==> config.mk <==
export PLATFORM = sky130hd
export DESIGN_NAME = wdg_window_reset
export DESIGN_NICKNAME = d
export VERILOG_FILES = /design/src/rtl/wdg_pkg.sv /design/src/rtl/wdg_tick_gen.sv /design/src/rtl/wdg_down_cnt.sv /design/src/rtl/wdg_ctrl_fsm.sv /design/src/rtl/wdg_window_reset.sv
export SDC_FILE = /design/constraint.sdc
export NUM_CORES = 1
export LEC_CHECK = 0
export ABC_AREA = 1
export BUFFER_PORTS_ARGS = -buffer_cell sky130_fd_sc_hd__buf_2
export CORE_UTILIZATION = 25
export DETAILED_ROUTE_END_ITERATION = 12
export HOLD_SLACK_MARGIN = 0.12
export SLEW_MARGIN = 20
export SYNTH_ARGS = -nofsm -noshare
export SYNTH_HDL_FRONTEND = slang
export SYNTH_HIERARCHICAL = 1
export SYNTH_SLANG_ARGS = --single-unit
==> constraint.sdc <==
create_clock -name clk -period 3.7 [get_ports clk]
set_input_delay 0.185 -clock clk [delete_from_list [all_inputs] [get_ports clk]]
set_output_delay 0.185 -clock clk [all_outputs]
set_load 0.05 [all_outputs]
==> src/rtl/wdg_pkg.sv <==
package wdg_pkg;
    typedef enum logic [1:0] {
        ST_LOAD = 2'd0,
        ST_RUN  = 2'd1,
        ST_FIRE = 2'd2
    } wdg_state_e;
endpackage

==> src/rtl/wdg_tick_gen.sv <==
module wdg_tick_gen #(
    parameter int PRESC_W = 8
) (
    input  logic               clk,
    input  logic               rst_n,
    input  logic               run_i,
    input  logic               clr_i,
    input  logic [PRESC_W-1:0] presc_i,
    output logic               tick_o
);
    logic [PRESC_W-1:0] pcnt_q;
    logic [PRESC_W-1:0] ratio;
    logic               hit;

    // a zero ratio behaves as divide-by-one
    assign ratio  = (presc_i == '0) ? PRESC_W'(1) : presc_i;
    assign hit    = (pcnt_q >= ratio - PRESC_W'(1));
    assign tick_o = run_i && hit;

    always_ff @(posedge clk or negedge rst_n) begin
        if (!rst_n) begin
            pcnt_q <= '0;
        end else if (!run_i || clr_i || hit) begin
            pcnt_q <= '0;
        end else begin
            pcnt_q <= pcnt_q + PRESC_W'(1);
        end
    end

    // ticks are spaced by the ratio: never back to back above divide-by-one
    assert_tick_gap_R1: assert property (@(posedge clk) disable iff (!rst_n)
        (tick_o && !clr_i && presc_i > PRESC_W'(1)) |=> !tick_o);
endmodule

==> src/rtl/wdg_down_cnt.sv <==
module wdg_down_cnt #(
    parameter int CNT_W = 8
) (
    input  logic             clk,
    input  logic             rst_n,
    input  logic             load_i,
    input  logic [CNT_W-1:0] reload_i,
    input  logic             tick_i,
    output logic [CNT_W-1:0] cnt_o
);
    logic [CNT_W-1:0] cnt_q;

    always_ff @(posedge clk or negedge rst_n) begin
        if (!rst_n) begin
            cnt_q <= '0;
        end else if (load_i) begin
            cnt_q <= reload_i;
        end else if (tick_i && cnt_q != '0) begin
            cnt_q <= cnt_q - CNT_W'(1);
        end
    end

    assign cnt_o = cnt_q;

    assert_load_value_R3: assert property (@(posedge clk) disable iff (!rst_n)
        load_i |=> (cnt_o == $past(reload_i)));

    assert_idle_hold_R2: assert property (@(posedge clk) disable iff (!rst_n)
        (!load_i && !tick_i) |=> $stable(cnt_o));
endmodule

==> src/rtl/wdg_ctrl_fsm.sv <==
module wdg_ctrl_fsm
    import wdg_pkg::*;
#(
    parameter int CNT_W    = 8,
    parameter int HOLD_CYC = 4
) (
    input  logic             clk,
    input  logic             rst_n,
    input  logic             refresh_i,
    input  logic             win_en_i,
    input  logic [CNT_W-1:0] window_i,
    input  logic [CNT_W-1:0] cnt_i,
    input  logic             tick_i,
    output logic             load_o,
    output logic             run_o,
    output logic             rst_req_o
);
    localparam int HOLD_W = (HOLD_CYC > 1) ? $clog2(HOLD_CYC) : 1;

    wdg_state_e        st_q, st_d;
    logic [HOLD_W-1:0] hold_q;
    logic              too_early;
    logic              refresh_ok;
    logic              expire;

    assign too_early  = win_en_i && (cnt_i > window_i);
    assign refresh_ok = (st_q == ST_RUN) && refresh_i && !too_early;
    assign expire     = tick_i && (cnt_i <= CNT_W'(1));

    // next-state selection
    always_comb begin
        st_d = st_q;
        unique case (st_q)
            ST_LOAD: st_d = ST_RUN;
            ST_RUN: begin
                if (refresh_i && too_early) begin
                    st_d = ST_FIRE;
                end else if (refresh_i) begin
                    st_d = ST_RUN;
                end else if (expire) begin
                    st_d = ST_FIRE;
                end
            end
            ST_FIRE: begin
                if (hold_q == HOLD_W'(HOLD_CYC - 1)) begin
                    st_d = ST_LOAD;
                end
            end
            default: st_d = ST_LOAD;
        endcase
    end

    // state register and hold counter
    always_ff @(posedge clk or negedge rst_n) begin
        if (!rst_n) begin
            st_q   <= ST_LOAD;
            hold_q <= '0;
        end else begin
            st_q <= st_d;
            if (st_q == ST_FIRE && st_d == ST_FIRE) begin
                hold_q <= hold_q + HOLD_W'(1);
            end else begin
                hold_q <= '0;
            end
        end
    end

    // outputs
    always_comb begin
        load_o    = 1'b0;
        run_o     = 1'b0;
        rst_req_o = 1'b0;
        unique case (st_q)
            ST_LOAD: load_o = 1'b1;
            ST_RUN: begin
                run_o  = 1'b1;
                load_o = refresh_ok;
            end
            ST_FIRE: rst_req_o = 1'b1;
            default: load_o = 1'b1;
        endcase
    end

    assert_early_fires_R5: assert property (@(posedge clk) disable iff (!rst_n)
        (run_o && refresh_i && win_en_i && cnt_i > window_i) |=> rst_req_o);

    assert_open_refresh_ok_R6: assert property (@(posedge clk) disable iff (!rst_n)
        (run_o && refresh_i && (!win_en_i || cnt_i <= window_i)) |=> !rst_req_o);

    assert_pulse_not_single_R8: assert property (@(posedge clk) disable iff (!rst_n)
        ($rose(rst_req_o) && HOLD_CYC > 1) |=> rst_req_o);

    assert_reload_after_pulse_R10: assert property (@(posedge clk) disable iff (!rst_n)
        $fell(rst_req_o) |-> load_o);
endmodule

==> src/rtl/wdg_window_reset.sv <==
module wdg_window_reset #(
    parameter int PRESC_W  = 8,
    parameter int CNT_W    = 8,
    parameter int HOLD_CYC = 4
) (
    input  logic               clk,
    input  logic               rst_n,
    input  logic               refresh_i,
    input  logic [PRESC_W-1:0] presc_i,
    input  logic [CNT_W-1:0]   reload_i,
    input  logic [CNT_W-1:0]   window_i,
    input  logic               win_en_i,
    output logic               rst_req_o
);
    logic             tick;
    logic             load;
    logic             run;
    logic [CNT_W-1:0] cnt;

    wdg_tick_gen #(.PRESC_W(PRESC_W)) u_tick (
        .clk     (clk),
        .rst_n   (rst_n),
        .run_i   (run),
        .clr_i   (load),
        .presc_i (presc_i),
        .tick_o  (tick)
    );

    wdg_down_cnt #(.CNT_W(CNT_W)) u_cnt (
        .clk      (clk),
        .rst_n    (rst_n),
        .load_i   (load),
        .reload_i (reload_i),
        .tick_i   (tick),
        .cnt_o    (cnt)
    );

    wdg_ctrl_fsm #(.CNT_W(CNT_W), .HOLD_CYC(HOLD_CYC)) u_fsm (
        .clk       (clk),
        .rst_n     (rst_n),
        .refresh_i (refresh_i),
        .win_en_i  (win_en_i),
        .window_i  (window_i),
        .cnt_i     (cnt),
        .tick_i    (tick),
        .load_o    (load),
        .run_o     (run),
        .rst_req_o (rst_req_o)
    );

    // the request never comes straight out of the load cycle
    assert_no_req_at_load_R11: assert property (@(posedge clk) disable iff (!rst_n)
        load |-> !rst_req_o);
endmodule

==> key figures, run 1 <==
Synth
  • Post-synth EDFFs: 0
  • Synth top cells by count: nand2_1 (71), inv_1 (42), nor2_1 (32), nand3_1 (24), ha_1 (21)
  • Synth warn: 6
  • Most numerous cell in the Yosys netlist: nand2_1
  • Cell accounting for the most synthesized area: dfrtp_1
  • Mapped cell area: 1871 um^2
  • Unique masters post-synth: 29
  • Synthesized Nets: 316
  • Cells after Synth: 267
  • Synth async-reset ratio: 100.0%
  • Synth top area cells: dfrtp_1 (27%), nand2_1 (14%), ha_1 (14%)
  • Top-area cell type share of the netlist area: 26.76%
  • Synthesis-stage register bit count: 20
  • Ys flop type: dfrtp_1
  • Post-Syn Area per Cell: 7.006 um^2
  • Seq/Total Area, Yosys: 26.76%

Global route
  • GRT Overall Usage: 10.38%
  • Initial antenna violation count: 0
  • Vias in the first global route: 1,555
  • Gr ovfl total: 0
  • Largest net degree at the start of global routing: 21
  • Global-route wire length before repair: 6499 um

Timing
  • Max Fclk: 0.4088 GHz
  • Final min period: 2.446 ns
  • Period utilisation layout: 66.11%
  • Measured slew at the worst slew-check pin: 0.4956 ns
  • Skew final: 0.001609 ns
  • Max-slew violation count: 0
  • Final setup fails: 0
  • Final setup TNS: 0 ns
  • Worst Slack Setup Final: 1.254 ns
  • RSZ-0062 raised after global routing: no
  • Final hold viol count: 0
  • Relative slew slack: 66.96%

Layout
  • Diodes inserted: 0
  • Nets@finish: 349
  • Synth-to-Final Area Change: 18.26%
  • Fin util: 30.50%
  • Layout Cells excl Fill: 398
  • Area taken by flip-flops and latches: 500.5 um^2
  • Multi-input logic area: 1186 um^2
  • Fraction of layout cells with a size suffix above 1: 20.07%
  • Fillcell total: 806

Placement
  • Gpl congestion: 0.7498
  • Setup WS pre-CTS: 0.9690 ns
  • Placed insts: 393
  • Number of port buffers: 28
  • Post-DP HPWL: 3032 um

Flow run
  • Max-cap viol count: 0

Clock tree
  • CTS sink count: 20
  • # resized after CTS: 0
  • Worst skew pair latency: 0.26 ns
  • CTS Buffer Depth: 2
  • CTS Buf Count: 3
  • CTS tree: yes
  • Worst-path clk slew: 0.08 ns
  • CTS HTree Levels: 1
  • Clock root buffer: clkbuf_8

Critical path
  • Setup CP Type: in -> reg
  • Slowest cell on the critical path: a21oi_1
  • Worst path required time: 3.85 ns
  • Crit path largest cell delay: 0.32 ns
  • Startpoint types: primary input
  • CP dominant cell by count: nand2_1
  • Crit path DAT: 2.60 ns
  • CP Capture Type: flip-flop
  • Crit Path Max Fanout: 3
  • CP Cell Sequence: buf_2, inv_1, nand2_1, nor2_2, a31oi_1, ha_1, nand3_1, xor2_1, inv_1, ha_1, nand2_1, nor2_1, nand2_1, a21oi_1, inv_1, nor2_1, nand4_1, nand2_1, nand2_1, nand3_1, nand2_1

Route
  • Vias: 1,691
  • DR iter-0 viols: 92
  • Drt pass-1 iters: 5
  • Final wirelength: 3807 um
  • Post-detailed-route DRC marker count: 0
  • Avg Vias per Cell: 4.249
  • Final ANT Viol Nets: 0
  • Post-DR wirelength/cell: 9.565 um

Power
  • P_leak: 1.185 nW
  • Worst vdd ir: 0.0001618 V
  • Power Density: 587.3 nW/um^2
  • Total power draw: 0.001299 W

Floorplanning
  • Starting Density: 25.79%
  • Die Y: 88.50 um
  • Ports: 29
  • Core footprint: 7253 um^2
  • Rows: 31
  • Die area: 7832 um^2
  • Die width: 88.50 um

Worst hold path
  • HP Class: in -> reg

Status
  • Status: finished clean
## sequential cells by signal (all words and copies together) (netlist names)
register	count
u_tick/pcnt_q	8
u_fsm/st_q	2
u_fsm/hold_q	2
u_cnt/cnt_o	8
## final cells by class
type                    instances  share of cell area [%]
repair buffers                 30                   7.127
clock buffers                   3                   1.867
flip-flops and latches         20                   22.62
clock inverters                 1                   1.357
well taps                      99                   5.600
inverters                      46                   7.805
multi-input cells             199                   53.62
## per-stage QoR
step                hold slack [ns]  instance area (um^2)
detailed placement           0.1849                  2131
finish                       0.1638                  2212
CTS                          0.1656                  2212
global route                 0.1963                  2212
global placement             0.1783                  2131
floorplan                   -0.1106                  1871
## placed cells by master, fill, tap and decap left out, drive strengths merged
master / instances
bufinv: 1
buf: 29
inv: 45
ha: 21
or2: 1
o21ai: 9
a21oi: 5
dlygate4sd3: 1
nor2: 40
nand4: 5
nand2: 75
xnor2: 4
a21o: 2
a21boi: 1
a31oi: 1
nand3: 29
dfrtp: 20
clkbuf: 3
clkinv: 1
nand3b: 1
xor2: 5
## layer usage
| layer | track usage (%) | part of all wire (%) | routed length [um] | vias to the layer above |
|---|---|---|---|---|
| met5 | 0 | 0 | 0 | - |
| met4 | 3.079 | 0.95 | 36 | 0 |
| met3 | 1.306 | 2.3 | 86 | 2 |
| met2 | 17.55 | 46 | 1743 | 22 |
| met1 | 13.82 | 51 | 1941 | 768 |
| li1 | - | - | - | 899 |
## worst max-delay path, delay by kind of cell
kind                     cells  cell delay [ns]
adder cells (fa/ha/maj)      2             0.50
XOR/XNOR                     1             0.14
buffers and inverters        4             0.31
AO/OA/AOI/OAI                2             0.45
AND/OR/NAND/NOR             12             1.04
## worst paths after layout
check / start / endpoint / slack, ns / cells past startpoint
worst max-delay path: presc_i[4] / u_fsm/st_q[0]$_DFF_PN0_ / 1.25 / 21
worst min-delay path: reload_i[6] / u_cnt/cnt_o[6]$_DFFE_PN0P_ / 0.16 / 3
worst max register to register: u_cnt/cnt_o[2]$_DFFE_PN0P_ / u_cnt/cnt_o[5]$_DFFE_PN0P_ / 1.35 / 15
worst min register to register: u_fsm/hold_q[0]$_DFF_PN0_ / u_fsm/hold_q[0]$_DFF_PN0_ / 0.43 / 1
max in group asynchronous: rst_n / u_cnt/cnt_o[2]$_DFFE_PN0P_ / 2.93 / 2
min in group asynchronous: rst_n / u_cnt/cnt_o[3]$_DFFE_PN0P_ / 0.43 / 2
## cell families (layout without fill, tap and decap cells)
kind of cell	Yosys count	in the layout	share of synthesized area, %
AO/OA/AOI/OAI	18	18	6.890
XOR/XNOR	9	9	4.214
adder cells (fa/ha/maj)	21	21	14.05
buffers and inverters	48	80	9.832
flip-flops	20	20	26.76
AND/OR/NAND/NOR	151	151	38.26
## repair_timing
action	CTS	global route
hold endpoints to repair	20	0
buffers inserted	0	0
hold buffers	1	0
## power by group
part | internal (W) | switching, W
sequential | 0.000285 | 0.000110
combinational | 0.000260 | 0.000423
clock | 0.000144 | 0.0000775
(Power assumes the default switching activity.)
==> run 2: changes to the inputs <==
==> constraint.sdc (replaced) <==
create_clock -name clk -period 2.55 [get_ports clk]
set_input_delay 0.1275 -clock clk [delete_from_list [all_inputs] [get_ports clk]]
set_output_delay 0.1275 -clock clk [all_outputs]
set_load 0.05 [all_outputs]
==> key figures, run 2 (synthesized netlist as in run 1, its figures left out) <==
Timing
  • Relative slew slack: 68.01%
  • Skew final: 0.001588 ns
  • Final min period: 2.151 ns
  • Max Fclk: 0.4649 GHz
  • Final setup TNS: 0 ns
  • Final setup fails: 0
  • Worst Slack Setup Final: 0.3990 ns
  • RSZ-0062 raised after global routing: no
  • Final hold viol count: 0
  • Measured slew at the worst slew-check pin: 0.4798 ns
  • Period utilisation layout: 84.35%
  • Max-slew violation count: 0

Global route
  • Initial antenna violation count: 0
  • GRT Overall Usage: 10.73%
  • Largest net degree at the start of global routing: 21
  • Global-route wire length before repair: 6582 um
  • Gr ovfl total: 0
  • Vias in the first global route: 1,569

Placement
  • Post-DP HPWL: 3061 um
  • Number of port buffers: 28
  • Gpl congestion: 0.7550
  • Setup WS pre-CTS: 0.08841 ns

Route
  • Vias: 1,704
  • Avg Vias per Cell: 4.239
  • DR iter-0 viols: 97
  • Post-DR wirelength/cell: 9.440 um
  • Post-detailed-route DRC marker count: 0
  • Drt pass-1 iters: 4
  • Final ANT Viol Nets: 0
  • Final wirelength: 3795 um

Floorplanning
  • Core footprint: 7253 um^2
  • Rows: 31
  • Die Y: 88.50 um
  • Ports: 29
  • Die width: 88.50 um
  • Starting Density: 25.79%
  • Die area: 7832 um^2

Clock tree
  • CTS Buffer Depth: 2
  • Worst-path clk slew: 0.08 ns
  • Post-CTS Setup Repair Bufs: 0
  • Worst skew pair latency: 0.26 ns
  • # resized after CTS: 0
  • CTS Buf Count: 3
  • CTS sink count: 20
  • CTS HTree Levels: 1
  • Clock root buffer: clkbuf_8
  • CTS Hold Buffers Added: 2
  • CTS tree: yes

Critical path
  • Crit Path Max Fanout: 3
  • Worst path required time: 2.71 ns
  • Crit path largest cell delay: 0.26 ns
  • WP buf/inv: 4
  • Startpoint types: primary input
  • Setup CP Type: in -> reg
  • Top delay family on crit path: simple AND/OR/NAND/NOR gates
  • CP Cell Sequence: buf_2, inv_1, nand2_1, nor2_2, a31oi_1, ha_1, nand2_1, xnor2_1, inv_1, ha_1, nand2_1, nor2_1, nor2_2, a21oi_1, inv_1, nor2_1, nand4_1, nand2_1, nand2_1, nand3_1, nand2_1
  • CP dominant cell by count: nand2_1
  • CP Capture Type: flip-flop
  • Crit path DAT: 2.31 ns
  • Slowest cell on the critical path: ha_1

Power
  • P_leak: 1.205 nW
  • Worst vdd ir: 0.0002574 V
  • Power Density: 847.6 nW/um^2
  • Total power draw: 0.001903 W

Worst hold path
  • HP Class: in -> reg

Layout
  • Fillcell total: 805
  • Fraction of layout cells with a size suffix above 1: 20.79%
  • Synth-to-Final Area Change: 20.00%
  • Commonest non-fill, non-tap cell in the layout: nand2_1
  • Diodes inserted: 0
  • Nets@finish: 353
  • Commonest cells after routing, fill and taps aside: nand2_1 (71), inv_1 (42), nor2_1 (32), buf_2 (28), nand3_1 (24)

Flow run
  • Max-cap viol count: 0

Status
  • Status: finished clean
## run 2: changes by cell type in the layout (fill, tap and decap cells not counted), sizes merged
cell / change
dlygate4sd3: +1
buf: +3
## run 2: cell type report
| cell class | instances | area, um^2 | share of cell area [%] |
|---|---|---|---|
| Multi-Input combinational cell | 199 | 1186 | 52.84 |
| Sequential cell | 20 | 500.5 | 22.30 |
| Timing Repair Buffer | 34 | 190.2 | 8.473 |
| Inverter | 46 | 172.7 | 7.692 |
| Tap cell | 99 | 123.9 | 5.518 |
| Clock buffer | 3 | 41.29 | 1.839 |
| Clock inverter | 1 | 30.03 | 1.338 |
## run 2: report_power, final
part	internal (W)	total [W]	switching (W)
Sequential	0.000414	0.000573	0.000159
Clock	0.000210	0.000326	0.000117
Combinational	0.000391	0.00100	0.000613
Total	0.00101	0.00190	0.000888
## run 2: layer usage
metal	GRT usage [%]	part of all wire, %	up-vias
li1	-	-	906
met1	14.09	50	769
met2	17.69	45	24
met3	1.493	2.7	5
met4	4.399	1.8	0
met5	0	0	-
## run 2: worst reg2reg max path, stage by stage (launching register included)
cell     delay (ns)
dfrtp_1        0.53
ha_1           0.29
nand2_1        0.07
inv_1          0.04
nand2_1        0.05
nand2_1        0.04
nand2_1        0.05
nand2_1        0.06
nand2_1        0.07
nand2_2        0.07
a21oi_2        0.15
inv_1          0.11
buf_4          0.18
nand2_4        0.14
nand3_1        0.09
nand2_1        0.06
## run 2: final timing paths
check                                           start  slack, ns  cells past startpoint                          to
min in group asynchronous                       rst_n       0.35                      2  u_cnt/cnt_o[3]$_DFFE_PN0P_
max in group asynchronous                       rst_n       1.87                      2  u_tick/pcnt_q[2]$_DFF_PN0_
min                                       reload_i[7]       0.17                      5  u_cnt/cnt_o[7]$_DFFE_PN0P_
max reg2reg                u_cnt/cnt_o[2]$_DFFE_PN0P_       0.48                     15  u_cnt/cnt_o[5]$_DFFE_PN0P_
max                                        presc_i[4]       0.40                     21     u_fsm/st_q[0]$_DFF_PN0_
min reg2reg                 u_fsm/hold_q[0]$_DFF_PN0_       0.44                      1   u_fsm/hold_q[0]$_DFF_PN0_
## run 2: stage by stage
| stage | hold WS (ns) | cells | instance area [um^2] | util (%) |
|---|---|---|---|---|
| CTS | 0.1603 | 402 | 2245 | 30.95 |
| finish | 0.1655 | 402 | 2245 | 30.95 |
| global route | 0.1700 | 402 | 2245 | 30.95 |
| global placement | 0.1160 | 396 | 2153 | 29.69 |
| detailed placement | 0.1271 | 396 | 2153 | 29.69 |
| floorplan | -0.1681 | 267 | 1871 | - |
